$ cat src/rtl/dbg_evt_pkg.sv
// Package: shared encodings for the breakpoint and trace event unit.
// Assumes: the cause vector puts the breakpoints at the bottom, followed by the software and trace causes.
package dbg_evt_pkg;
    typedef enum logic [1:0] {
        KIND_NONE  = 2'd0,
        KIND_TRACE = 2'd1,
        KIND_SWBRK = 2'd2,
        KIND_BRKPT = 2'd3
    } evt_kind_e;

    localparam int CTRL_W          = 32;
    localparam int PC_TRACE_EN_BIT = 0;
    localparam int TC_STEP_BIT     = 1;
    localparam int TC_BRANCH_BIT   = 2;
    localparam int TC_CALL_BIT     = 3;
    localparam int TC_RETURN_BIT   = 4;
    localparam int BP_ENABLE_BIT   = 0;
    localparam int NONBP_CAUSES    = 6;
endpackage

$ cat src/rtl/dbg_cfg_regs.sv
// Module: control register file. It holds the global trace enable, the per-class
// trace enables and the breakpoint address and enable registers.
// Assumes: a write lands on the next clock edge. Select 0 is process controls,
// select 1 is trace controls, and select 2+i is breakpoint i.
module dbg_cfg_regs
    import dbg_evt_pkg::*;
#(
    parameter int ADDR_W = 32,
    parameter int NUM_BP = 2,
    parameter int SEL_W  = 2
) (
    input  logic                             clk,
    input  logic                             rst_n,
    input  logic                             cfg_we,
    input  logic [SEL_W-1:0]                 cfg_sel,
    input  logic [CTRL_W-1:0]                cfg_wdata,
    output logic                             trace_glb_en,
    output logic                             tr_step_en,
    output logic                             tr_branch_en,
    output logic                             tr_call_en,
    output logic                             tr_return_en,
    output logic [NUM_BP-1:0][ADDR_W-3:0]    bp_addr,
    output logic [NUM_BP-1:0]                bp_en
);
    logic [4:0] trace_ctl_q;

    // Purpose: capture the global trace enable from the process-controls word.
    always_ff @(posedge clk) begin
        if (!rst_n) begin
            trace_glb_en <= 1'b0;
        end else if (cfg_we && cfg_sel == SEL_W'(0)) begin
            trace_glb_en <= cfg_wdata[PC_TRACE_EN_BIT];
        end
    end

    // Purpose: capture the per-class trace enables from the trace-controls word.
    always_ff @(posedge clk) begin
        if (!rst_n) begin
            trace_ctl_q <= '0;
        end else if (cfg_we && cfg_sel == SEL_W'(1)) begin
            trace_ctl_q <= cfg_wdata[4:0];
        end
    end

    assign tr_step_en   = trace_ctl_q[TC_STEP_BIT];
    assign tr_branch_en = trace_ctl_q[TC_BRANCH_BIT];
    assign tr_call_en   = trace_ctl_q[TC_CALL_BIT];
    assign tr_return_en = trace_ctl_q[TC_RETURN_BIT];

    for (genvar i = 0; i < NUM_BP; i++) begin : g_bp
        logic [ADDR_W-3:0] addr_q;
        logic              en_q;

        // Purpose: load one breakpoint register: the word address and its enable.
        always_ff @(posedge clk) begin
            if (!rst_n) begin
                addr_q <= '0;
                en_q   <= 1'b0;
            end else if (cfg_we && cfg_sel == SEL_W'(i + 2)) begin
                addr_q <= cfg_wdata[ADDR_W-1:2];
                en_q   <= cfg_wdata[BP_ENABLE_BIT];
            end
        end

        assign bp_addr[i] = addr_q;
        assign bp_en[i]   = en_q;
    end
endmodule

$ cat src/rtl/dbg_bp_match.sv
// Module: breakpoint comparators, one per breakpoint register.
// Assumes: instructions are word aligned, so address bits 1:0 take no part in the compare.
module dbg_bp_match #(
    parameter int ADDR_W = 32,
    parameter int NUM_BP = 2
) (
    input  logic [ADDR_W-1:0]              ip,
    input  logic [NUM_BP-1:0][ADDR_W-3:0]  bp_addr,
    input  logic [NUM_BP-1:0]              bp_en,
    output logic [NUM_BP-1:0]              bp_hit
);
    for (genvar i = 0; i < NUM_BP; i++) begin : g_cmp
        // Purpose: flag a match on the word address of one enabled breakpoint.
        always_comb begin
            bp_hit[i] = bp_en[i] && (ip[ADDR_W-1:2] == bp_addr[i]);
        end
    end
endmodule

$ cat src/rtl/dbg_cause_gen.sv
// Module: builds the cause vector for the retiring instruction and resolves the
// event kind by priority (breakpoint, then software break, then trace).
// Assumes: all inputs belong to the same retirement cycle. The module is purely combinational.
module dbg_cause_gen
    import dbg_evt_pkg::*;
#(
    parameter int NUM_BP  = 2,
    parameter int CAUSE_W = NUM_BP + NONBP_CAUSES
) (
    input  logic                ret_valid,
    input  logic                is_branch,
    input  logic                is_call,
    input  logic                is_return,
    input  logic                is_swbrk_cond,
    input  logic                is_swbrk_force,
    input  logic [NUM_BP-1:0]   bp_hit,
    input  logic                trace_glb_en,
    input  logic                tr_step_en,
    input  logic                tr_branch_en,
    input  logic                tr_call_en,
    input  logic                tr_return_en,
    output logic [CAUSE_W-1:0]  cause,
    output evt_kind_e           kind
);
    logic [NUM_BP-1:0] bp_c;
    logic sw_force_c, sw_cond_c, step_c, branch_c, call_c, return_c;

    // Purpose: qualify each cause with retire-valid and its enables.
    always_comb begin
        bp_c       = bp_hit & {NUM_BP{ret_valid}};
        sw_force_c = ret_valid && is_swbrk_force;
        sw_cond_c  = ret_valid && is_swbrk_cond && trace_glb_en;
        step_c     = ret_valid && trace_glb_en && tr_step_en;
        branch_c   = ret_valid && trace_glb_en && tr_branch_en && is_branch;
        call_c     = ret_valid && trace_glb_en && tr_call_en && is_call;
        return_c   = ret_valid && trace_glb_en && tr_return_en && is_return;
    end

    // Purpose: pack the causes into a vector and pick the highest-priority kind.
    always_comb begin
        cause = {return_c, call_c, branch_c, step_c, sw_cond_c, sw_force_c, bp_c};
        if (|bp_c) begin
            kind = KIND_BRKPT;
        end else if (sw_force_c || sw_cond_c) begin
            kind = KIND_SWBRK;
        end else if (step_c || branch_c || call_c || return_c) begin
            kind = KIND_TRACE;
        end else begin
            kind = KIND_NONE;
        end
    end
endmodule

$ cat src/rtl/dbg_halt_ctrl.sv
// Module: halt/resume sequencer. It registers an event, pulses it once, stalls
// retirement and holds the cause until the handler reports completion.
// Assumes: the core retires nothing while the stall is high. Retirements seen anyway are dropped.
module dbg_halt_ctrl
    import dbg_evt_pkg::*;
#(
    parameter int ADDR_W  = 32,
    parameter int CAUSE_W = 8
) (
    input  logic                clk,
    input  logic                rst_n,
    input  logic [CAUSE_W-1:0]  cause_in,
    input  evt_kind_e           kind_in,
    input  logic [ADDR_W-1:0]   ip_in,
    input  logic                handler_done,
    output logic                halted,
    output logic                evt_pulse,
    output logic [CAUSE_W-1:0]  cause_q,
    output evt_kind_e           kind_q,
    output logic [ADDR_W-1:0]   ip_q
);
    typedef enum logic {ST_RUN = 1'b0, ST_HALT = 1'b1} halt_st_e;
    halt_st_e state;

    // Purpose: step the run/halt state and capture or clear the event record.
    always_ff @(posedge clk) begin
        if (!rst_n) begin
            state     <= ST_RUN;
            evt_pulse <= 1'b0;
            cause_q   <= '0;
            kind_q    <= KIND_NONE;
            ip_q      <= '0;
        end else begin
            evt_pulse <= 1'b0;
            case (state)
                ST_RUN: begin
                    if (|cause_in) begin
                        state     <= ST_HALT;
                        evt_pulse <= 1'b1;
                        cause_q   <= cause_in;
                        kind_q    <= kind_in;
                        ip_q      <= ip_in;
                    end
                end
                default: begin
                    if (handler_done) begin
                        state   <= ST_RUN;
                        cause_q <= '0;
                        kind_q  <= KIND_NONE;
                    end
                end
            endcase
        end
    end

    assign halted = (state == ST_HALT);
endmodule

$ cat src/rtl/dbg_event_unit.sv
// Module: top of the breakpoint and trace event unit. It ties the control registers,
// the breakpoint comparators, the cause builder and the halt sequencer together.
// Assumes: one retirement per cycle at most. The write port is usable in any state.
module dbg_event_unit
    import dbg_evt_pkg::*;
#(
    parameter int ADDR_W = 32,
    parameter int NUM_BP = 2,
    parameter int SEL_W  = 2
) (
    input  logic                              clk,
    input  logic                              rst_n,
    input  logic                              ret_valid,
    input  logic [ADDR_W-1:0]                 ret_ip,
    input  logic                              ret_is_branch,
    input  logic                              ret_is_call,
    input  logic                              ret_is_return,
    input  logic                              ret_is_swbrk_cond,
    input  logic                              ret_is_swbrk_force,
    input  logic                              handler_done,
    input  logic                              cfg_we,
    input  logic [SEL_W-1:0]                  cfg_sel,
    input  logic [31:0]                       cfg_wdata,
    output logic                              ret_stall,
    output logic                              evt_valid,
    output logic [NUM_BP+NONBP_CAUSES-1:0]    evt_cause,
    output logic [1:0]                        evt_kind,
    output logic [ADDR_W-1:0]                 evt_ip
);
    localparam int CAUSE_W = NUM_BP + NONBP_CAUSES;

    logic                           trace_glb_en, tr_step_en, tr_branch_en, tr_call_en, tr_return_en;
    logic [NUM_BP-1:0][ADDR_W-3:0]  bp_addr;
    logic [NUM_BP-1:0]              bp_en;
    logic [NUM_BP-1:0]              bp_hit;
    logic [CAUSE_W-1:0]             cause_now;
    evt_kind_e                      kind_now;
    evt_kind_e                      kind_held;

    dbg_cfg_regs #(.ADDR_W(ADDR_W), .NUM_BP(NUM_BP), .SEL_W(SEL_W)) u_cfg (
        .clk(clk), .rst_n(rst_n), .cfg_we(cfg_we), .cfg_sel(cfg_sel), .cfg_wdata(cfg_wdata),
        .trace_glb_en(trace_glb_en), .tr_step_en(tr_step_en), .tr_branch_en(tr_branch_en),
        .tr_call_en(tr_call_en), .tr_return_en(tr_return_en), .bp_addr(bp_addr), .bp_en(bp_en)
    );

    dbg_bp_match #(.ADDR_W(ADDR_W), .NUM_BP(NUM_BP)) u_match (
        .ip(ret_ip), .bp_addr(bp_addr), .bp_en(bp_en), .bp_hit(bp_hit)
    );

    dbg_cause_gen #(.NUM_BP(NUM_BP), .CAUSE_W(CAUSE_W)) u_cause (
        .ret_valid(ret_valid), .is_branch(ret_is_branch), .is_call(ret_is_call),
        .is_return(ret_is_return), .is_swbrk_cond(ret_is_swbrk_cond),
        .is_swbrk_force(ret_is_swbrk_force), .bp_hit(bp_hit), .trace_glb_en(trace_glb_en),
        .tr_step_en(tr_step_en), .tr_branch_en(tr_branch_en), .tr_call_en(tr_call_en),
        .tr_return_en(tr_return_en), .cause(cause_now), .kind(kind_now)
    );

    dbg_halt_ctrl #(.ADDR_W(ADDR_W), .CAUSE_W(CAUSE_W)) u_halt (
        .clk(clk), .rst_n(rst_n), .cause_in(cause_now), .kind_in(kind_now), .ip_in(ret_ip),
        .handler_done(handler_done), .halted(ret_stall), .evt_pulse(evt_valid),
        .cause_q(evt_cause), .kind_q(kind_held), .ip_q(evt_ip)
    );

    assign evt_kind = kind_held;
endmodule

$ cat config.mk
export PLATFORM = sky130hd
export DESIGN_NAME = dbg_event_unit
export DESIGN_NICKNAME = d
export VERILOG_FILES = /design/src/rtl/dbg_evt_pkg.sv /design/src/rtl/dbg_cfg_regs.sv /design/src/rtl/dbg_bp_match.sv /design/src/rtl/dbg_cause_gen.sv /design/src/rtl/dbg_halt_ctrl.sv /design/src/rtl/dbg_event_unit.sv
export SDC_FILE = /design/constraint.sdc
export NUM_CORES = 1
export LEC_CHECK = 0
export BUFFER_PORTS_ARGS = -buffer_cell sky130_fd_sc_hd__buf_2
export CORE_ASPECT_RATIO = 0.7
export CORE_UTILIZATION = 29
export DETAILED_ROUTE_END_ITERATION = 6
export HOLD_SLACK_MARGIN = 0.03
export PLACE_DENSITY = 0.57
export SYNTH_ARGS = -nofsm -noshare
export SYNTH_HDL_FRONTEND = slang
export SYNTH_SLANG_ARGS = --single-unit
$ cat constraint.sdc
create_clock -name clk -period 1.82 [get_ports clk]
set_input_delay 0.091 -clock clk [delete_from_list [all_inputs] [get_ports clk]]
set_output_delay 0.091 -clock clk [all_outputs]
set_load 0.05 [all_outputs]
==> results of run 1 <==
==> metal layers <==
| metal | share of wire [%] | wire, um | vias to the layer above |
|---|---|---|---|
| met2 | 39 | 5840 | 118 |
| met4 | 0.91 | 136 | 0 |
| met1 | 52 | 7810 | 1918 |
| li1 | - | - | 2243 |
| met5 | 0 | 0 | - |
| met3 | 7.5 | 1120 | 11 |
==> cells by family after synthesis <==
family / synth area share (%)
AOI/OAI and AO/OA: 11.5
xor gates and xnor gates: 10.6
buffers and inverters: 3.15
DFF: 44.8
muxes: 8.48
and+or+nand+nor: 21.5
==> critical path, delay by kind of cell (launching register included) <==
kind / cells / cell delay, ps
xor+xnor: 1 / 150
buf+inv: 3 / 500
flops: 1 / 340
mux: 1 / 120
simple gates: 4 / 810
==> sequential cells by signal (all words and copies together), names as in the netlist <==
register,count
u_halt.evt_pulse,1
u_halt.kind_q,2
u_halt.halted,1
u_halt.ip_q,32
u_cfg.trace_glb_en,1
u_cfg.trace_ctl_q,4
u_cfg.g_bp.en_q,2
u_cfg.g_bp.addr_q,60
u_halt.cause_q,8
==> metrics by stage <==
| step | utilization (%) | instance area [sq um] |
|---|---|---|
| floorplan | - | 4980 |
| global placement | 36.6 | 6030 |
| detailed placement | 36.6 | 6030 |
| CTS | 41.6 | 6850 |
| global route | 41.8 | 6890 |
| finish | 41.8 | 6890 |
==> power groups by stage <==
| stage | sequential, mW | clock (mW) | combinational (mW) |
|---|---|---|---|
| after floorplan | 2.78 | 0 | 0.339 |
| after global routing | 2.59 | 2.44 | 0.987 |
| after CTS | 2.58 | 2.37 | 0.909 |
| final | 2.58 | 2.32 | 0.912 |
| after detailed placement | 2.63 | 0 | 0.825 |
| after global placement | 2.63 | 0 | 0.824 |
==> path summary, 6_finish.rpt <==
kind / start / end / slack, ps
setup / recovery: u_cfg.g_bp[1].addr_q[2]$_SDFFE_PN0P_ / u_halt.ip_q[29]$_SDFFE_PN0P_ / -220
hold / removal: ret_ip[12] / u_halt.ip_q[12]$_SDFFE_PN0P_ / 40
hold reg to reg: u_halt.ip_q[0]$_SDFFE_PN0P_ / u_halt.ip_q[0]$_SDFFE_PN0P_ / 460
setup reg to reg: u_cfg.g_bp[1].addr_q[2]$_SDFFE_PN0P_ / u_halt.ip_q[29]$_SDFFE_PN0P_ / -220
==> area by class of cell <==
type	instances	area share, %
clock buffers	10	3.47
clock inverters	6	1.67
inverters	1	0.0545
multi-input cells	428	38.3
flip-flops and latches	111	32.3
well taps	225	4.08
repair buffers	202	20.1
==> cells in the final DEF, fill, tap and decap left out, types with 2 or more instances in the layout <==
| cell type | count |
|---|---|
| a21boi_0 | 63 |
| a21boi_1 | 3 |
| a21oi_1 | 3 |
| a22oi_1 | 2 |
| a31oi_1 | 2 |
| and3_1 | 2 |
| buf_12 | 4 |
| buf_2 | 118 |
| buf_4 | 34 |
| bufinv_16 | 3 |
| clkbuf_16 | 9 |
| dfxtp_1 | 109 |
| dlygate4sd3_1 | 46 |
| mux2i_1 | 42 |
| nand2_1 | 199 |
| nand3_1 | 6 |
| nand3b_1 | 2 |
| nand4_1 | 11 |
| nor2_1 | 3 |
| nor2b_1 | 9 |
| nor3_1 | 2 |
| nor4_1 | 3 |
| nor4_2 | 2 |
| o21a_1 | 2 |
| o21ai_0 | 2 |
| xnor2_1 | 38 |
| xor2_1 | 19 |
| xor2_2 | 3 |
==> what timing repair did <==
action / CTS / global route
endpoints found under the hold margin: 74 / 0
resized for setup: 4 / 6
pin swaps: 0 / 4
endpoints found under the setup margin: 44 / 44
cloned: 0 / 0
hold buffers: 46 / 0
buffers inserted: 0 / 1
==> reports/summary.log, run 1 <==
qor: status.outcome finished, violations left
qor: status.failed_checks negative setup slack
qor: synth.netlist_top_cells_area dfxtp_1, nand2_1, a21boi_0
qor: power_and_ir_drop.static-leakage-power 2.96 nW
qor: power_and_ir_drop.internal_power 4.29 mW
qor: global_route.grt_first_pass_wirelength 23300 um
qor: global_route.antenna_found_initial 0
qor: sta.final.setup_skew 7.18 ps
qor: global_route.grt_pass1_vias 4173
qor: critical_path.slowest_delay 350 ps
qor: finish.stdcell_count 983
qor: route.drtPass1Iterations 5
qor: sta.tightestPinTransition 456 ps
qor: clocking.cts_tree done
qor: route.vias_per_cell 4.36
qor: placement.buffer_ports.inserted 119
qor: critical_path.critPathLaunchType register
qor: synth.synthTopCellsByCount nand2_1, dfxtp_1, a21boi_0
qor: job.timing.max_cap.violations 0
qor: worst_hold_path.timing.hold.worst.class input pin to register
qor: global_route.grt_util_met1 27.8%
qor: synth.synth_cell_type_count 31
qor: power_and_ir_drop.net_switching_power_figure 1.52 mW
qor: synth.post_synth_instance_area 4960 sq um
qor: worst_hold_path.min_delay_path_depth 3
qor: clocking.clk_pin_slew 70 ps
qor: synth.synth-edff-count 0
qor: route.drtIter0Drc 292
qor: finish.fillers 1726
qor: floorplanning.rows 39
qor: synth.synth_top_cell_area_share 44.8%
qor: power_and_ir_drop.fraction_of_power_consumed_by_combinational_cells 15.7%
qor: sta.period_share 112%
qor: synth.asyncSetResetFlopFracSynth 0%
qor: global_route.grt_start_max_net_pins 54
qor: synth.synth_nets 650
qor: synth.synthMostInstantiatedCell nand2_1
qor: critical_path.timing.critical_path.mode_cell buf_4
qor: global_route.grt_remaining_overflow 0
qor: floorplanning.dieArea 17600 sq um
qor: route.finalWirelength 14900 um
qor: power_and_ir_drop.share_seq_of_total_power 44.3%
qor: clocking.clock_insertion_delay_worst_skew 360 ps
qor: route.dr_total_vias 4290
qor: global_route.grt_use_total 17.6%
qor: synth.number_of_register_bits_inferred_by_synthesis 111
qor: sta.final-max-slew-violation-count 0
qor: power_and_ir_drop.power_frac_clock 40.0%
qor: synth.number_of_instances_in_the_synthesized_netlist 574
qor: clocking.cts_htree_levels 3
qor: floorplanning.design.portCount 120
qor: synth.ys_dominant_reg_cell dfxtp_1
qor: floorplanning.placeableCoreArea 16500 sq um
qor: critical_path.worst_setup_path_end_kind register
qor: floorplanning.die-width 158 um
qor: floorplanning.initial_core_util 30.1%
qor: floorplanning.die_y 111 um
qor: sta.min_cycle_time_layout 2040 ps
qor: synth.synth_area_leader_cell dfxtp_1
qor: sta.fmax 0.490 GHz
qor: placement.worst_slack_placed -215 ps
qor: critical_path.crit_arrival 2290 ps
qor: route.final_antenna_net_count 0
qor: sta.final-setup-viol-count 44
qor: sta.maxSlewHeadroom 69.6%
qor: sta.setup_slack -223 ps
qor: critical_path.cp_max_fo 11
qor: route.routed_wire_length_per_instance 15.2 um
qor: placement.globalplace.congestion 0.750
qor: synth.avgSynthCellArea 8.64 sq um
qor: finish.diodes 0
qor: sta.tns -8500 ps
qor: finish.fin_nets 829
qor: finish.regArea 2230 sq um
qor: global_route.grt_use_met3 3.74%
qor: critical_path.crit_type register to register
qor: clocking.cts_sinks 111
qor: route.drc_errors 0
qor: power_and_ir_drop.power_density 844 nW/um^2
qor: global_route.busiest_layer met1
qor: finish.drive_above_1_share 24.5%
qor: finish.syn_to_final_growth 39.0%
qor: placement.numPlacedInstances 920
qor: power_and_ir_drop.power.share.switching 26.1%
qor: clocking.cts.root.buffer_cell clkbuf_16
qor: synth.yosys_warnings 0
qor: synth.synth.yosys.seq_area_share 44.8%
qor: critical_path.rr_worst_depth 9
qor: finish.multi_input_area 2640 sq um
qor: critical_path.timing.critical_path.slowest_stage_cell nor4_2
qor: critical_path.required 2060 ps
qor: power_and_ir_drop.design_power_total 5.81 mW
qor: power_and_ir_drop.irDropWorstVdd 0.368 mV
qor: critical_path.cp_cell_sequence xor2_2 -> nor4_2 -> buf_4 -> nand4_1 -> nor4_4 -> buf_4 -> nor3b_4 -> buf_12 -> mux2i_1
qor: sta.finalHoldViolations 0
qor: placement.hpwlAfterDp 11100 um
qor: clocking.cts.path.max_buffers 2
qor: clocking.cts_made_buffers 9
qor: global_route.grt.met2_usage 23.7%
qor: sta.grt_setup_unrepaired true
qor: sta.holdWs 37.1 ps
Power figures use the tool's default switching activity.
==> run 2, diff against run 1 <==
--- a/config.mk
+++ b/config.mk
@@ -10,7 +10,7 @@
 export CORE_UTILIZATION = 29
 export DETAILED_ROUTE_END_ITERATION = 6
 export HOLD_SLACK_MARGIN = 0.03
-export PLACE_DENSITY = 0.57
+export PLACE_DENSITY = 0.56
 export SYNTH_ARGS = -nofsm -noshare
 export SYNTH_HDL_FRONTEND = slang
 export SYNTH_SLANG_ARGS = --single-unit
==> constraint.sdc (replaced) <==
create_clock -name clk -period 2.5 [get_ports clk]
set_input_delay 0.125 -clock clk [delete_from_list [all_inputs] [get_ports clk]]
set_output_delay 0.125 -clock clk [all_outputs]
set_load 0.05 [all_outputs]
==> run 2 against run 1 <==
Net effect: via count fell by 5.7%; combinational power shrank 38%; flip-flop and latch count did not move; critical endpoint is now u_halt.ip_q[28]$_SDFFE_PN0P_; count of clock-buffer cells in the layout grew 3; largest cell class unchanged; the flow now finishes without violations.
==> reports/summary.log, run 2 (same netlist as run 1, synthesis figures left out) <==
qor: global_route.grt_use_total 16.3% [-1.4 points]
qor: route.wire_length_on_met3 1170 um [+4.3%]
qor: floorplanning.design.portCount 120 [unchanged]
qor: clocking.cts_sinks 111 [unchanged]
qor: route.drtPass1Iterations 4 [-1]
qor: critical_path.regToRegEndpoint u_halt.ip_q[28]$_SDFFE_PN0P_
qor: floorplanning.rows 39 [unchanged]
qor: route.drtIter0Drc 259 [-11%]
qor: route.final_antenna_net_count 0 [unchanged]
qor: power_and_ir_drop.share_seq_of_total_power 49.3% [+5.0 points]
qor: critical_path.crit_type register to register
qor: critical_path.cp_cell_sequence xor2_1 -> nor4_1 -> nand4_1 -> nor4_4 -> nor3b_2 -> buf_4 -> mux2i_1
qor: worst_hold_path.timing.hold.worst.class input pin to register
qor: critical_path.crit_arrival 2320 ps [+30 ps]
qor: route.dr_total_vias 4047 [-5.7%]
qor: route.finalWirelength 13900 um [-7.0%]
qor: power_and_ir_drop.design_power_total 3.80 mW [-35%]
qor: worst_hold_path.min_delay_path_depth 3 [unchanged]
qor: finish.fillers 1785 [+3.4%]
qor: clocking.cts.root.buffer_cell clkbuf_16
qor: critical_path.timing.rr.start u_cfg.g_bp[1].addr_q[25]$_SDFFE_PN0P_
qor: floorplanning.die-width 158 um [unchanged]
qor: power_and_ir_drop.static-leakage-power 2.58 nW [-13%]
qor: route.met2_length 5330 um [-8.8%]
qor: sta.final-max-slew-violation-count 0 [unchanged]
qor: global_route.grt_first_pass_wirelength 21600 um [-7.2%]
qor: worst_hold_path.min_to u_cfg.g_bp[1].addr_q[13]$_SDFFE_PN0P_
qor: critical_path.slowest_delay 390 ps [+40 ps]
qor: sta.period_share 83.5% [-29 points]
qor: power_and_ir_drop.internal_power 2.77 mW [-36%]
qor: clocking.clock_insertion_delay_worst_skew 340 ps [-20 ps]
qor: route.vias_per_cell 4.43 [+1.5%]
qor: placement.globalplace.congestion 0.767 [+2.3%]
qor: critical_path.worst_setup_path_end_kind register
qor: clocking.cts_tree done
qor: critical_path.required 2730 ps [+670 ps]
qor: finish.drive_above_1_share 21.5% [-3.0 points]
qor: route.drc_errors 0 [unchanged]
qor: finish.largest_reg_flops 60 [unchanged]
qor: critical_path.timing.critical_path.slowest_stage_cell nor4_4
qor: job.timing.max_cap.violations 0 [unchanged]
qor: worst_hold_path.worstHoldStart cfg_wdata[15]
qor: sta.min_cycle_time_layout 2090 ps [+43.6 ps]
qor: finish.largest_register u_cfg.g_bp.addr_q
qor: sta.final.setup_skew 5.72 ps [-1.46 ps]
qor: clocking.cts_made_buffers 9 [unchanged]
qor: floorplanning.initial_core_util 30.1% [unchanged]
qor: finish.fin_nets 759 [-8.4%]
qor: floorplanning.die_y 111 um [unchanged]
qor: critical_path.rr_worst_depth 7 [-2]
qor: sta.maxSlewHeadroom 54.3% [-15 points]
qor: placement.buffer_ports.inserted 119 [unchanged]
qor: sta.grt_setup_unrepaired false
qor: sta.tightestPinTransition 686 ps [+230 ps]
qor: floorplanning.placeableCoreArea 16500 sq um [unchanged]
qor: placement.hpwlAfterDp 10300 um [-6.7%]
qor: sta.fmax 0.479 GHz [-2.1%]
qor: finish.layout_commonest_cell nand2_1
qor: placement.worst_slack_placed 435 ps [+650 ps]
qor: clocking.post_cts.repair.setup_buffers 0 [unchanged]
qor: critical_path.cp_max_fo 10 [-1]
qor: finish.syn_to_final_growth 22.9%
qor: clocking.clk_pin_slew 70 ps [about the same]
qor: power_and_ir_drop.power_frac_clock 35.7% [-4.3 points]
qor: sta.final-setup-viol-count 0 [-100%]
qor: global_route.grt_remaining_overflow 0 [unchanged]
qor: clocking.cts_htree_levels 3 [unchanged]
qor: global_route.grt_pass1_vias 3728 [-11%]
qor: power_and_ir_drop.net_switching_power_figure 1.03 mW [-32%]
qor: sta.setup_slack 414 ps [+636 ps]
qor: clocking.cts.path.max_buffers 2 [unchanged]
qor: power_and_ir_drop.fraction_of_power_consumed_by_combinational_cells 15.0% [-0.7 points]
qor: route.routedLengthMet1 7300 um [-6.6%]
qor: global_route.grt_start_max_net_pins 69 [+28%]
qor: sta.tns 0 ps [+8500 ps]
qor: power_and_ir_drop.irDropWorstVdd 0.299 mV [-19%]
qor: critical_path.r2r_slack 410 ps [+640 ps]
qor: route.routed_wire_length_per_instance 15.2 um [about the same]
qor: global_route.antenna_found_initial 2 [+2]
qor: route.top_layer met4
qor: power_and_ir_drop.power_density 624 nW/um^2 [-26%]
qor: power_and_ir_drop.power.share.switching 27.2% [+1.0 points]
qor: critical_path.critPathLaunchType register
qor: finish.reg.largest.list u_cfg.g_bp.addr_q (60), u_halt.ip_q (32), u_halt.cause_q (8)
qor: sta.finalHoldViolations 0 [unchanged]
qor: status.outcome completed
qor: floorplanning.dieArea 17600 sq um [unchanged]
qor: finish.mostFrequentLayoutCells nand2_1, buf_2, dfxtp_1
run 2: worst max path at each step:
stage,to,cells after the start,slack (ps),startpoint
2_1_floorplan,u_halt.cause_q[2]$_SDFFE_PN0P_,9,310,u_halt.halted$_SDFF_PN0_
3_3_place_gp,u_halt.cause_q[4]$_SDFFE_PN0P_,8,440,ret_ip[6]
3_5_place_dp,u_halt.ip_q[28]$_SDFFE_PN0P_,7,430,u_cfg.g_bp[1].addr_q[25]$_SDFFE_PN0P_
4_1_cts,u_halt.ip_q[28]$_SDFFE_PN0P_,7,430,u_cfg.g_bp[1].addr_q[25]$_SDFFE_PN0P_
5_1_grt,u_halt.ip_q[0]$_SDFFE_PN0P_,7,290,u_cfg.g_bp[1].addr_q[28]$_SDFFE_PN0P_
6_report,u_halt.ip_q[28]$_SDFFE_PN0P_,7,410,u_cfg.g_bp[1].addr_q[25]$_SDFFE_PN0P_
run 2: layout make-up:
| cell class | count | area [sq um] | share of cell area, % |
|---|---|---|---|
| antenna | 1 | 2.50 | 0.0411 |
| inverter | 1 | 3.75 | 0.0616 |
| timing repair buffer | 132 | 718 | 11.8 |
| clock buffer | 13 | 260 | 4.27 |
| clock inverter | 3 | 17.5 | 0.287 |
| tap | 225 | 282 | 4.62 |
| sequential | 111 | 2220 | 36.5 |
| multi-input combinational | 428 | 2590 | 42.5 |
run 2: critical path, delay by kind of cell (launching register included):
kind / cells / cell delay, ps
XOR/XNOR: 1 / 160
AND/OR/NAND/NOR: 4 / 1130
flip-flops: 1 / 320
buffers and inverters: 1 / 220
multiplexers: 1 / 130
run 2: layer usage:
metal,vias to the layer above,global-route usage (%)
li1,2106,-
met2,103,21.1
met3,9,4.01
met1,1829,26.4
met5,-,0
met4,0,2.69
run 2: timing repair:
item,4_1_cts,5_1_grt
hold endpoints to repair,4,0
hold buffers,4,0
gates resized for setup,0,0
run 2: power by group through the flow:
stage          combinational, mW  clock, mW  sequential, mW
2_1_floorplan              0.244          0            2.02
3_3_place_gp               0.568          0            1.91
3_5_place_dp               0.564          0            1.92
4_1_cts                    0.572       1.39            1.87
5_1_grt                    0.615       1.48            1.88
6_report                   0.569       1.36            1.87
run 2: metrics by stage:
step | hold slack, ps | instance area, sq um | util (%) | instances
2_1_floorplan | 264 | 4960 | - | 574
3_3_place_gp | 380 | 5770 | 35.0 | 893
3_5_place_dp | 379 | 5770 | 35.0 | 893
4_1_cts | 30.0 | 6090 | 36.9 | 913
5_1_grt | 33.5 | 6090 | 36.9 | 913
6_report | 35.5 | 6090 | 37.0 | 914
